<file path="src/rtl/pic_cmb_pkg.sv">
package pic_cmb_pkg;
  localparam int unsigned UNIT_W       = 8;
  localparam int unsigned NUM_SRC      = 2 * UNIT_W;
  localparam int unsigned IDX_W        = $clog2(NUM_SRC) + 1;
  localparam int unsigned SRC_W        = $clog2(NUM_SRC) + 1;
  localparam int unsigned REASSERT_IDX = NUM_SRC;
  localparam int unsigned CASC_POS     = 2;
endpackage

</file>
<file path="src/rtl/pic_unit.sv">
module pic_unit #(
  parameter int unsigned   W        = 8,
  parameter bit            CASC_EN  = 1'b0,
  parameter int unsigned   CASC_POS = 2,
  parameter logic [W-1:0]  RST_INH  = '1
) (
  input  logic         clk_i,
  input  logic         rst_ni,
  input  logic [W-1:0] set_i,
  input  logic [W-1:0] clr_i,
  input  logic         inh_we_i,
  input  logic [W-1:0] inh_wdata_i,
  input  logic         casc_i,
  input  logic         casc_nxt_i,
  output logic [W-1:0] en_o,
  output logic [W-1:0] en_nxt_o
);
  logic [W-1:0] req_q, req_d, inh_q, inh_d;
  logic [W-1:0] eff_q, eff_d;

  always_comb begin
    req_d = (req_q | set_i) & ~clr_i;
    inh_d = inh_we_i ? inh_wdata_i : inh_q;
  end

  always_ff @(posedge clk_i or negedge rst_ni) begin
    if (!rst_ni) begin
      req_q <= '0;
      inh_q <= RST_INH;
    end else begin
      req_q <= req_d;
      inh_q <= inh_d;
    end
  end

  generate
    if (CASC_EN) begin : g_casc
      // chained input is driven by the lower stage, never by events
      always_comb begin
        eff_q = req_q;
        eff_d = req_d;
        eff_q[CASC_POS] = casc_i;
        eff_d[CASC_POS] = casc_nxt_i;
      end
    end else begin : g_leaf
      logic unused_casc;
      assign unused_casc = casc_i ^ casc_nxt_i;
      assign eff_q = req_q;
      assign eff_d = req_d;
    end
  endgenerate

  assign en_o     = eff_q & ~inh_q;
  assign en_nxt_o = eff_d & ~inh_d;


  all_inh_quiet_chk: assert property (@(posedge clk_i) disable iff (!rst_ni)
    (&inh_q) |-> (en_o == '0));

  generate
    if (CASC_EN) begin : g_casc_chk

      casc_follow_chk: assert property (@(posedge clk_i) disable iff (!rst_ni)
        en_o[CASC_POS] |-> casc_i);
    end
  endgenerate
endmodule

</file>
<file path="src/rtl/pic_prio_scan.sv">
module pic_prio_scan #(
  parameter int unsigned W        = 8,
  parameter int unsigned CASC_POS = 2,
  parameter int unsigned SRC_W    = 5,
  localparam int unsigned N       = 2 * W
) (
  input  logic [W-1:0]     pri_en_i,
  input  logic [W-1:0]     sec_en_i,
  output logic [SRC_W-1:0] src_o
);
  logic [N-1:0] all_en;
  assign all_en = {sec_en_i, pri_en_i};

  always_comb begin
    src_o = SRC_W'(N);
    for (int x = N - 1; x >= 0; x--) begin
      if (x != int'(CASC_POS) && all_en[x]) src_o = SRC_W'(x);
    end
  end
endmodule

</file>
<file path="src/rtl/pic_cascade_combiner.sv">
module pic_cascade_combiner
  import pic_cmb_pkg::*;
(
  input  logic             clk_i,
  input  logic             rst_ni,
  input  logic             evt_valid_i,
  input  logic [IDX_W-1:0] evt_idx_i,
  input  logic             evt_assert_i,
  input  logic             inh_we_i,
  input  logic             inh_sel_i,
  input  logic [UNIT_W-1:0] inh_wdata_i,
  output logic             irq_o,
  output logic [SRC_W-1:0] pend_src_o
);
  logic [NUM_SRC-1:0] hit, set_v, clr_v;
  logic [UNIT_W-1:0]  pri_en, pri_en_nxt, sec_en, sec_en_nxt;
  logic               reassert;
  logic [SRC_W-1:0]   scan_res, pend_q;

  always_comb begin
    hit = '0;
    if (evt_valid_i && (evt_idx_i < IDX_W'(NUM_SRC)))
      hit = {{(NUM_SRC-1){1'b0}}, 1'b1} << evt_idx_i;
    set_v = evt_assert_i ? hit : '0;
    clr_v = evt_assert_i ? '0 : hit;
  end

  assign reassert = evt_valid_i && (evt_idx_i == IDX_W'(REASSERT_IDX));

  pic_unit #(.W(UNIT_W), .CASC_EN(1'b0), .CASC_POS(CASC_POS)) u_sec (
    .clk_i, .rst_ni,
    .set_i       (set_v[NUM_SRC-1:UNIT_W]),
    .clr_i       (clr_v[NUM_SRC-1:UNIT_W]),
    .inh_we_i    (inh_we_i && inh_sel_i),
    .inh_wdata_i (inh_wdata_i),
    .casc_i      (1'b0),
    .casc_nxt_i  (1'b0),
    .en_o        (sec_en),
    .en_nxt_o    (sec_en_nxt)
  );

  pic_unit #(.W(UNIT_W), .CASC_EN(1'b1), .CASC_POS(CASC_POS)) u_pri (
    .clk_i, .rst_ni,
    .set_i       (set_v[UNIT_W-1:0]),
    .clr_i       (clr_v[UNIT_W-1:0]),
    .inh_we_i    (inh_we_i && !inh_sel_i),
    .inh_wdata_i (inh_wdata_i),
    .casc_i      (|sec_en),
    .casc_nxt_i  (|sec_en_nxt),
    .en_o        (pri_en),
    .en_nxt_o    (pri_en_nxt)
  );

  pic_prio_scan #(.W(UNIT_W), .CASC_POS(CASC_POS), .SRC_W(SRC_W)) u_scan (
    .pri_en_i (pri_en_nxt),
    .sec_en_i (sec_en_nxt),
    .src_o    (scan_res)
  );

  always_ff @(posedge clk_i or negedge rst_ni) begin
    if (!rst_ni)                                 pend_q <= SRC_W'(NUM_SRC);
    else if ((pri_en_nxt != pri_en) || reassert) pend_q <= scan_res;
  end

  assign irq_o      = |pri_en;
  assign pend_src_o = pend_q;


  pend_range_chk: assert property (@(posedge clk_i) disable iff (!rst_ni)
    (pend_q <= SRC_W'(NUM_SRC)) && (pend_q != SRC_W'(CASC_POS)));


  pend_hold_chk: assert property (@(posedge clk_i) disable iff (!rst_ni)
    !$stable(pend_q) |-> $past(evt_valid_i || inh_we_i));


  irq_cause_chk: assert property (@(posedge clk_i) disable iff (!rst_ni)
    $rose(irq_o) |-> $past(evt_valid_i || inh_we_i));
endmodule

</file>
<file path="config.mk">
export PLATFORM = sky130hd
export DESIGN_NAME = pic_cascade_combiner
export DESIGN_NICKNAME = d
export VERILOG_FILES = /design/src/rtl/pic_cmb_pkg.sv /design/src/rtl/pic_unit.sv /design/src/rtl/pic_prio_scan.sv /design/src/rtl/pic_cascade_combiner.sv
export SDC_FILE = /design/constraint.sdc
export NUM_CORES = 1
export LEC_CHECK = 0
export BUFFER_PORTS_ARGS = -buffer_cell sky130_fd_sc_hd__buf_2
export CAP_MARGIN = 20
export CORE_AREA = 3 3 88 90
export CTS_BUF_LIST = sky130_fd_sc_hd__clkbuf_2 sky130_fd_sc_hd__clkbuf_4 sky130_fd_sc_hd__clkbuf_8
export DETAILED_ROUTE_END_ITERATION = 16
export DIE_AREA = 0 0 91 93
export PLACE_DENSITY = 0.51
export SLEW_MARGIN = 20
export SYNTH_ARGS = -nofsm -noshare
export SYNTH_HDL_FRONTEND = slang
export SYNTH_SLANG_ARGS = --single-unit
export TNS_END_PERCENT = 30
</file>
<file path="constraint.sdc">
create_clock -name clk_i -period 3.2 [get_ports clk_i]
set_input_delay 0.64 -clock clk_i [delete_from_list [all_inputs] [get_ports clk_i]]
set_output_delay 0.64 -clock clk_i [all_outputs]
set_load 0.02 [all_outputs]
</file>
==> results.py, run 1 <==
metrics = {
    "sta": {
        "drv_slew": 0,
        "max_freq_mhz": 372,
        "rsz0062_at_grt": "false",
        "relSlewSlack_pct": 45.3,
        "min_period_ns": 2.69,
        "fin_skew_ns": 0.00745,
        "setup_tns_ns": 0,
        "worst_pin_slew_ns": 0.821,
        "fin_crit_sh_pct": 84.1,
        "finalHoldViolCount": 0,
        "setup_viol": 0,
    },
    "cells_and_area": {
        "insertedDiodeCount": 0,
        "multiInputGateArea_um2": 1100,
        "fin_util_pct": 34.0,
        "regArea_um2": 922,
        "fin_nets": 248,
        "drive_gt1_share_pct": 36.5,
        "area_delta_synth_final_pct": 15.4,
        "fillers": 758,
    },
    "setup_path": {
        "worstPathArrival_ns": 2.05,
        "slowest_stage": "or4_1",
        "critPathMaxFanout": 2,
        "worstSetupStartpointType": "flip-flop",
        "worst_setup_path_end_kind": "output pin",
        "crit_chain": "inv_1, a221oi_1, a21oi_1, or4_1, buf_2",
        "required_ns": 2.56,
        "critPathKind": "reg2out",
        "max_stage_delay_ns": 0.55,
        "cp_top_family": "simple AND/OR/NAND/NOR gates",
        "crit_buf_inv": 2,
    },
    "power": {
        "p_total_mw": 1.51,
        "peakVddDrop_mv": 0.150,
        "leakagePower_nw": 1.08,
        "p_per_area_nw_per_um2": 623,
    },
    "synth": {
        "synth_largest_area_cell": "dfrtp_1",
        "ys_ff_latch": 36,
        "synth_area_per_cell_um2": 10.5,
        "syn-num-nets": 220,
        "async_flop_share_pct": 100,
        "synth_edf_count": 0,
        "synth-main-ff-cell": "dfrtp_1",
        "ys_warn_count": 0,
        "synth_area_leaders": "dfrtp_1, dfstp_2, mux2_2, mux2_4, xnor2_1",
        "syn-cell-area_um2": 2100,
        "synth_cell_types": 49,
        "synth.top_cell.area_share_pct": 22.6,
        "syn_inst": 201,
        "yosysSeqAreaShare_pct": 43.8,
    },
    "clocking": {
        "clk_latency_ns": 0.29,
        "clock_sinks": 36,
        "postCtsHoldBufs": 0,
        "cts_root_buf": "clkbuf_8",
        "numCtsBuffers": 5,
        "cts_max_level": 2,
        "post_cts_resized": 0,
        "cts_tree": "built",
        "clk_pin_slew_ns": 0.07,
        "clockBufferDepth": 2,
        "cts_setup_buffers": 0,
    },
    "global_routing": {
        "grt_use_met2_pct": 20.9,
        "overflow": 0,
        "grt_use_met1_pct": 17.6,
        "grt_usage_pct": 13.2,
        "grt_pass1_wl_um": 8660,
        "grt_busiest_layer": "met2",
        "grt_max_degree": 37,
        "antenna_found_initial": 0,
        "grt_use_met3_pct": 2.74,
        "grt_pass1_vias": 1658,
    },
    "floorplanning": {
        "rows": 31,
        "die_area_um2": 8460,
        "die_w_um": 91,
        "die_h_um": 93,
        "core-area_um2": 7140,
        "initial_utilization_pct": 29.5,
        "io_pins": 25,
    },
    "worst_hold_path": {
        "holdCritPathClass": "in2async",
    },
    "outcome": {
        "status": "finished clean",
    },
    "drt": {
        "ant_nets": 0,
        "via_count": 1591,
        "wl_um": 5130,
        "drc": 0,
        "dr.pass1.iters": 4,
        "drtIter0Drc": 97,
        "wl_per_cell_um": 15.6,
        "vias_per_cell": 4.84,
    },
    "run": {
        "cap_viol_max_count": 0,
    },
    "placed_design": {
        "port-buffer-count": 24,
        "gp_congestion": 0.850,
        "place_hpwl_um": 4020,
    },
}
==> cell usage in the layout (no fill, tap or decap), types with 8 or more instances in the layout <==
cell type / instances
dfstp_2: 17
inv_1: 14
nand3_1: 9
mux2_2: 13
nor2_1: 10
buf_2: 24
nand2b_1: 11
xnor2_1: 8
nand2_1: 16
a21oi_1: 10
dfrtp_1: 19
==> through the flow <==
stage	worst slack [ns]	instance area [um2]	hold WS, ns	instances
floorplan	0.416	2100	0.344	201
global placement	0.184	2330	0.501	321
detailed placement	0.196	2330	0.503	321
CTS	0.465	2430	0.473	329
global route	0.339	2430	0.510	329
finish	0.510	2430	0.445	329
==> synth_stat cells, types with 2 or more instances <==
master	n
a21oi_1	10
a221oi_1	3
and2b_2	2
and3_1	2
and4bb_2	2
buf_2	2
dfrtp_1	19
dfstp_2	17
inv_1	14
mux2_1	3
mux2_2	13
mux2_4	6
mux2i_1	5
nand2_1	16
nand2b_1	11
nand3_1	9
nand4_1	3
nor2_1	10
nor2b_1	5
nor3_1	3
nor4_2	2
o21ai_0	4
o21ai_1	5
o22ai_1	2
o31ai_1	2
xnor2_1	8
==> final timing paths <==
| kind | start | to | slack, ns | cells after the start |
|---|---|---|---|---|
| worst max-delay path | u_sec.inh_q[7] | irq_o | 0.51 | 5 |
| worst min-delay path | rst_ni | u_pri.req_q[3] | 0.44 | 1 |
| worst max register to register | u_sec.inh_q[7] | pend_src_o[3] | 1.04 | 7 |
| worst min register to register | pend_src_o[3] | pend_src_o[3] | 0.51 | 1 |
| max in group asynchronous | rst_ni | u_sec.eff_q[1] | 2.23 | 1 |
| min in group clk_i | pend_src_o[3] | pend_src_o[3] | 0.51 | 1 |
==> routing by layer <==
metal / up-vias / routed length (um)
li1: 766 / -
met1: 785 / 2550
met2: 35 / 2280
met3: 5 / 213
met4: 0 / 83
met5: - / 0
==> cells by family after synthesis <==
logic type,after synthesis,synth area share [%]
xor+xnor,8,3.33
buf+inv,18,3.69
simple gates,80,23.8
flops,36,43.8
compound gates,32,10.2
mux,27,15.2
==> where the power goes <==
group          total (mW)  switching (mW)  internal (mW)
Clock               0.351           0.158          0.193
Combinational       0.538           0.291          0.246
Sequential          0.623          0.0483          0.575
==> layout make-up <==
cell class	count	area share (%)
multi-input cells	147	45.5
flip-flops and latches	36	38.0
repair buffers	25	5.26
well taps	99	5.10
clock buffers	8	4.02
inverters	14	2.16
==> state kept, by name (all words and copies together), names as in the netlist <==
signal	count
pend_src_o	5
u_pri.inh_q	8
u_pri.req_q	7
u_sec.eff_q	8
u_sec.inh_q	8
No activity file was read; power rests on OpenSTA's default activity.
==> inputs of run 2 (changes only) <==
==> constraint.sdc (replaced) <==
create_clock -name clk_i -period 2.5 [get_ports clk_i]
set_input_delay 0.5 -clock clk_i [delete_from_list [all_inputs] [get_ports clk_i]]
set_output_delay 0.5 -clock clk_i [all_outputs]
set_load 0.02 [all_outputs]
==> run 2 against run 1 <==
Effect of this change: non-clock buffer count up 34; wire length up 3.7%; final area up 13%; core utilization up 4.5 points; flip-flop and latch count unchanged; global-route usage grew 0.68 points.
==> results.py, run 2 (synthesis results as in run 1) <==
metrics = {
    "power": {
        "p_total_mw": 2.05,
        "intPower_mw": 1.37,
        "netSwitchingFraction_pct": 33.2,
        "leakagePower_nw": 1.27,
        "clkPwrFrac_pct": 20.1,
        "power_frac_comb_pct": 40.8,
        "p_per_area_nw_per_um2": 745,
        "peakVddDrop_mv": 0.229,
        "seqPwrFrac_pct": 39.1,
        "p_sw_uw": 681,
    },
    "global_routing": {
        "overflow": 0,
        "grt_pass1_wl_um": 9070,
        "grt_max_degree": 37,
        "antenna_found_initial": 0,
        "grt_pass1_vias": 1758,
        "grt_usage_pct": 13.9,
    },
    "setup_path": {
        "crit_buf_inv": 2,
        "required_ns": 2.00,
        "startpoint": "u_sec.inh_q[7]",
        "reg2reg_from": "u_sec.inh_q[5]",
        "critPathKind": "reg2out",
        "max_stage_delay_ns": 0.54,
        "crit_chain": "inv_2, a221oi_2, a21oi_2, or4_4, buf_6",
        "slowest_stage": "dfstp_2",
        "reg2reg_setup_slack_ns": 0.34,
        "rr_endpoint": "pend_src_o[3]",
        "reg2reg_depth": 7,
        "critPathMaxFanout": 2,
        "crit_end": "irq_o",
        "worstSetupStartpointType": "flip-flop",
        "worst_setup_path_end_kind": "output pin",
        "worstPathArrival_ns": 1.93,
        "cp_top_family": "flip-flops",
        "cp_num_cells": 5,
    },
    "sta": {
        "whs_ns": 0.304,
        "finalHoldViolCount": 0,
        "min_period_ns": 2.43,
        "fin_skew_ns": 0.00232,
        "setup_viol": 0,
        "relSlewSlack_pct": 45.7,
        "worst_pin_slew_ns": 0.815,
        "setup_ws_ns": 0.0730,
        "fin_crit_sh_pct": 97.1,
        "drv_slew": 0,
        "max_freq_mhz": 412,
    },
    "clocking": {
        "numCtsBuffers": 5,
        "clock_sinks": 36,
        "cts_max_level": 2,
        "clk_latency_ns": 0.29,
        "cts_tree": "built",
        "cts_root_buf": "clkbuf_8",
        "clk_pin_slew_ns": 0.07,
        "clockBufferDepth": 2,
        "postCtsHoldBufs": 0,
    },
    "drt": {
        "drtIter0Drc": 92,
        "vias_per_cell": 4.67,
        "ant_nets": 0,
        "dr.pass1.iters": 4,
        "via_count": 1690,
        "drc": 0,
        "wl_um": 5320,
        "wl_per_cell_um": 14.7,
    },
    "cells_and_area": {
        "fin_cells": 362,
        "final_cell_mix": "buf_4, buf_2, dfrtp_1",
        "drive_gt1_share_pct": 48.3,
        "final_common_cell": "buf_4",
        "area_delta_synth_final_pct": 30.5,
        "fin_nets": 282,
        "insertedDiodeCount": 0,
    },
    "placed_design": {
        "gp_congestion": 0.776,
        "preCtsSetupSlack_ns": -0.220,
        "place_hpwl_um": 4150,
        "dp_cells": 353,
        "port-buffer-count": 24,
    },
    "outcome": {
        "status": "finished clean",
    },
    "floorplanning": {
        "die_h_um": 93,
        "die_area_um2": 8460,
        "core-area_um2": 7140,
        "initial_utilization_pct": 29.5,
        "io_pins": 25,
        "die_w_um": 91,
        "rows": 31,
    },
    "run": {
        "cap_viol_max_count": 0,
    },
    "worst_hold_path": {
        "holdCritPathClass": "in2async",
    },
}
==> run 2: stage by stage <==
step / util (%) / setup TNS (ns) / cell area [um2]
CTS: 38.1 / 0 / 2720
global placement: 36.6 / -0.910 / 2610
finish: 38.5 / 0 / 2750
floorplan: - / 0 / 2120
global route: 38.5 / -0.0129 / 2750
detailed placement: 36.6 / -0.999 / 2610
==> run 2: layer usage <==
| layer | vias up | track usage [%] | part of all wire, % | wire, um |
|---|---|---|---|---|
| met4 | 0 | 4.90 | 1.6 | 87 |
| met2 | 40 | 22.6 | 47 | 2520 |
| li1 | 832 | - | - | - |
| met3 | 6 | 2.49 | 4.3 | 227 |
| met1 | 812 | 18.5 | 47 | 2480 |
| met5 | - | 0 | 0 | 0 |
==> run 2: worst register-to-register path, stage by stage, from the launching register on <==
cell and delay, ns:
dfstp_2 0.53, mux2_2 0.17, a21oi_1 0.07, nor4_2 0.37
a31oi_1 0.15, xnor2_1 0.27, nand3_4 0.16, mux2_4 0.33
==> run 2: final cells by class <==
class                   instances  area (um2)
clock inverters                 1        5.00
multi-input cells             147        1150
repair buffers                 59         414
inverters                      14        52.6
fillers                       743        4390
clock buffers                   6        76.3
flip-flops and latches         36         922
well taps                      99         124
==> run 2: what timing repair did <==
item | CTS | global route
endpoints found under the setup margin | 1 | 6
pin swaps | 3 | 3
gates resized for setup | 4 | 8
buffers inserted | 1 | 1
==> run 2: power groups by stage <==
stage          combinational (mW)  sequential [mW]  clock, mW
4_1_cts                     0.822            0.800      0.428
6_report                    0.834            0.801      0.411
2_1_floorplan               0.484            0.835          0
3_5_place_dp                0.796            0.805          0
5_1_grt                     0.918            0.818      0.457
3_3_place_gp                0.791            0.805          0
==> run 2: worst min path at each step <==
stage | startpoint | to | slack [ns] | cells after the start
2_1_floorplan | rst_ni | pend_src_o[0] | 0.20 | 0
3_3_place_gp | pend_src_o[3] | pend_src_o[3] | 0.50 | 1
3_5_place_dp | pend_src_o[0] | pend_src_o[0] | 0.50 | 1
4_1_cts | rst_ni | u_sec.eff_q[2] | 0.34 | 1
5_1_grt | rst_ni | u_sec.eff_q[0] | 0.36 | 1
6_report | rst_ni | u_sec.eff_q[7] | 0.30 | 1
==> inputs of run 3 (changes only) <==
==> constraint.sdc (replaced) <==
create_clock -name clk_i -period 2.5 [get_ports clk_i]
set_input_delay 0.25 -clock clk_i [delete_from_list [all_inputs] [get_ports clk_i]]
set_output_delay 0.25 -clock clk_i [all_outputs]
set_load 0.02 [all_outputs]
==> run 3 against run 2 <==
Effect of this change: final cell count shrank 3.6%; sequential power shrank 0.5%; register-to-register slack is essentially flat; maximum frequency grew 3.2%; core utilization shrank 2.0 points; setup slack gained 0.076 ns; non-clock buffer count shrank 14; largest cell class unchanged.
==> results.py, run 3 (synthesis results as in run 1) <==
metrics = {
    "global_routing": {
        "grt_pass1_vias": 1710,
        "antenna_found_initial": 0,
        "grt_pass1_wl_um": 9000,
        "grt_max_degree": 37,
        "grt_usage_pct": 13.6,
        "overflow": 0,
    },
    "drt": {
        "wl_um": 5360,
        "wl_per_cell_um": 15.3,
        "dr.pass1.iters": 4,
        "drtIter0Drc": 183,
        "via_count": 1655,
        "ant_nets": 0,
        "drc": 0,
        "vias_per_cell": 4.74,
    },
    "clocking": {
        "cts_root_buf": "clkbuf_8",
        "cts_tree": "built",
        "cts_setup_buffers": 0,
        "postCtsHoldBufs": 0,
        "cts_max_level": 2,
        "clk_latency_ns": 0.29,
        "clk_pin_slew_ns": 0.07,
        "clockBufferDepth": 2,
        "post_cts_resized": 0,
        "clock_sinks": 36,
        "numCtsBuffers": 5,
    },
    "run": {
        "cap_viol_max_count": 0,
    },
    "sta": {
        "worst_pin_slew_ns": 0.826,
        "setup_viol": 0,
        "max_freq_mhz": 425,
        "fin_crit_sh_pct": 94.0,
        "fin_skew_ns": 0.00531,
        "whs_ns": 0.0592,
        "finalHoldViolCount": 0,
        "rsz0062_at_grt": "false",
        "min_period_ns": 2.35,
        "drv_slew": 0,
        "relSlewSlack_pct": 44.9,
    },
    "power": {
        "leakagePower_nw": 1.19,
        "p_per_area_nw_per_um2": 776,
        "peakVddDrop_mv": 0.193,
    },
    "cells_and_area": {
        "fillers": 758,
        "fin_nets": 268,
        "final_cell_mix": "buf_2, dfrtp_1, buf_4",
        "area_delta_synth_final_pct": 23.7,
        "drive_gt1_share_pct": 41.6,
        "insertedDiodeCount": 0,
        "final_common_cell": "buf_2",
        "fin_util_pct": 36.5,
        "fin_cells": 349,
    },
    "worst_hold_path": {
        "holdCritPathClass": "in2async",
    },
    "setup_path": {
        "reg2reg_depth": 7,
        "reg2reg_setup_slack_ns": 0.34,
        "rr_endpoint": "pend_src_o[3]",
        "worst_setup_path_end_kind": "output pin",
        "required_ns": 2.25,
        "worstPathArrival_ns": 2.10,
        "max_stage_delay_ns": 0.56,
        "worstSetupStartpointType": "flip-flop",
        "critPathKind": "reg2out",
        "reg2reg_from": "u_sec.inh_q[7]",
        "startpoint": "u_sec.inh_q[7]",
        "slowest_stage": "or4_1",
        "crit_chain": "inv_1, a221oi_1, a21oi_1, or4_1, buf_2",
        "critPathMaxFanout": 2,
    },
    "outcome": {
        "status": "finished clean",
    },
    "floorplanning": {
        "initial_utilization_pct": 29.5,
        "rows": 31,
        "io_pins": 25,
        "core-area_um2": 7140,
        "die_w_um": 91,
        "die_area_um2": 8460,
        "die_h_um": 93,
    },
    "placed_design": {
        "place_hpwl_um": 4170,
        "port-buffer-count": 24,
        "dp_cells": 341,
        "gp_congestion": 0.818,
    },
}
-- run 3: cell count changes in the layout (fill, tap and decap cells not counted), sizes merged --
cell    before  now
buf         59   45
clkbuf       6    8
clkinv       1    0
-- run 3: through the flow --
stage          area [um2]  TNS, ns  total power [mW]  worst slack [ns]
5_1_grt              2600        0              2.15            0.0439
6_report             2600        0              2.02             0.149
3_5_place_dp         2510  -0.0425              1.58           -0.0165
2_1_floorplan        2100        0              1.32             0.106
4_1_cts              2600        0              2.05             0.119
3_3_place_gp         2510        0              1.57            0.0436
-- run 3: worst max path at each step --
stage                               end  slack [ns]
after floorplan           pend_src_o[0]        0.11
after global placement    pend_src_o[3]        0.04
after detailed placement  pend_src_o[1]       -0.02
after CTS                         irq_o        0.12
after global routing              irq_o        0.04
final                             irq_o        0.15
-- run 3: layout make-up --
class / count / area, um2 / area share [%]
Sequential cell: 36 / 922 / 35.4
Clock buffer: 8 / 97.6 / 3.75
Multi-Input combinational cell: 147 / 1100 / 42.4
Tap cell: 99 / 124 / 4.76
Inverter: 14 / 52.6 / 2.02
Timing Repair Buffer: 45 / 303 / 11.6
-- run 3: worst max-delay path, delay by kind of cell (launching register included) --
family                 cells  cell delay [ns]
AOI/OAI and AO/OA          2             0.50
buffers and inverters      2             0.22
DFF                        1             0.53
and+or+nand+nor            1             0.56
-- run 3: power by group --
group | total [mW] | switching (mW) | internal (mW) | leakage, nW
registers | 0.797 | 0.0613 | 0.735 | 0.422
logic | 0.763 | 0.389 | 0.374 | 0.719
clock network | 0.462 | 0.215 | 0.247 | 0.0523
total | 2.02 | 0.665 | 1.36 | 1.19
-- run 3: metal layers --
layer | part of all wire, % | track usage (%) | vias up
met3 | 4.0 | 2.57 | 2
met5 | 0 | 0 | -
met4 | 0.73 | 4.52 | 0
met2 | 46 | 21.1 | 39
li1 | - | - | 805
met1 | 50 | 19.1 | 809
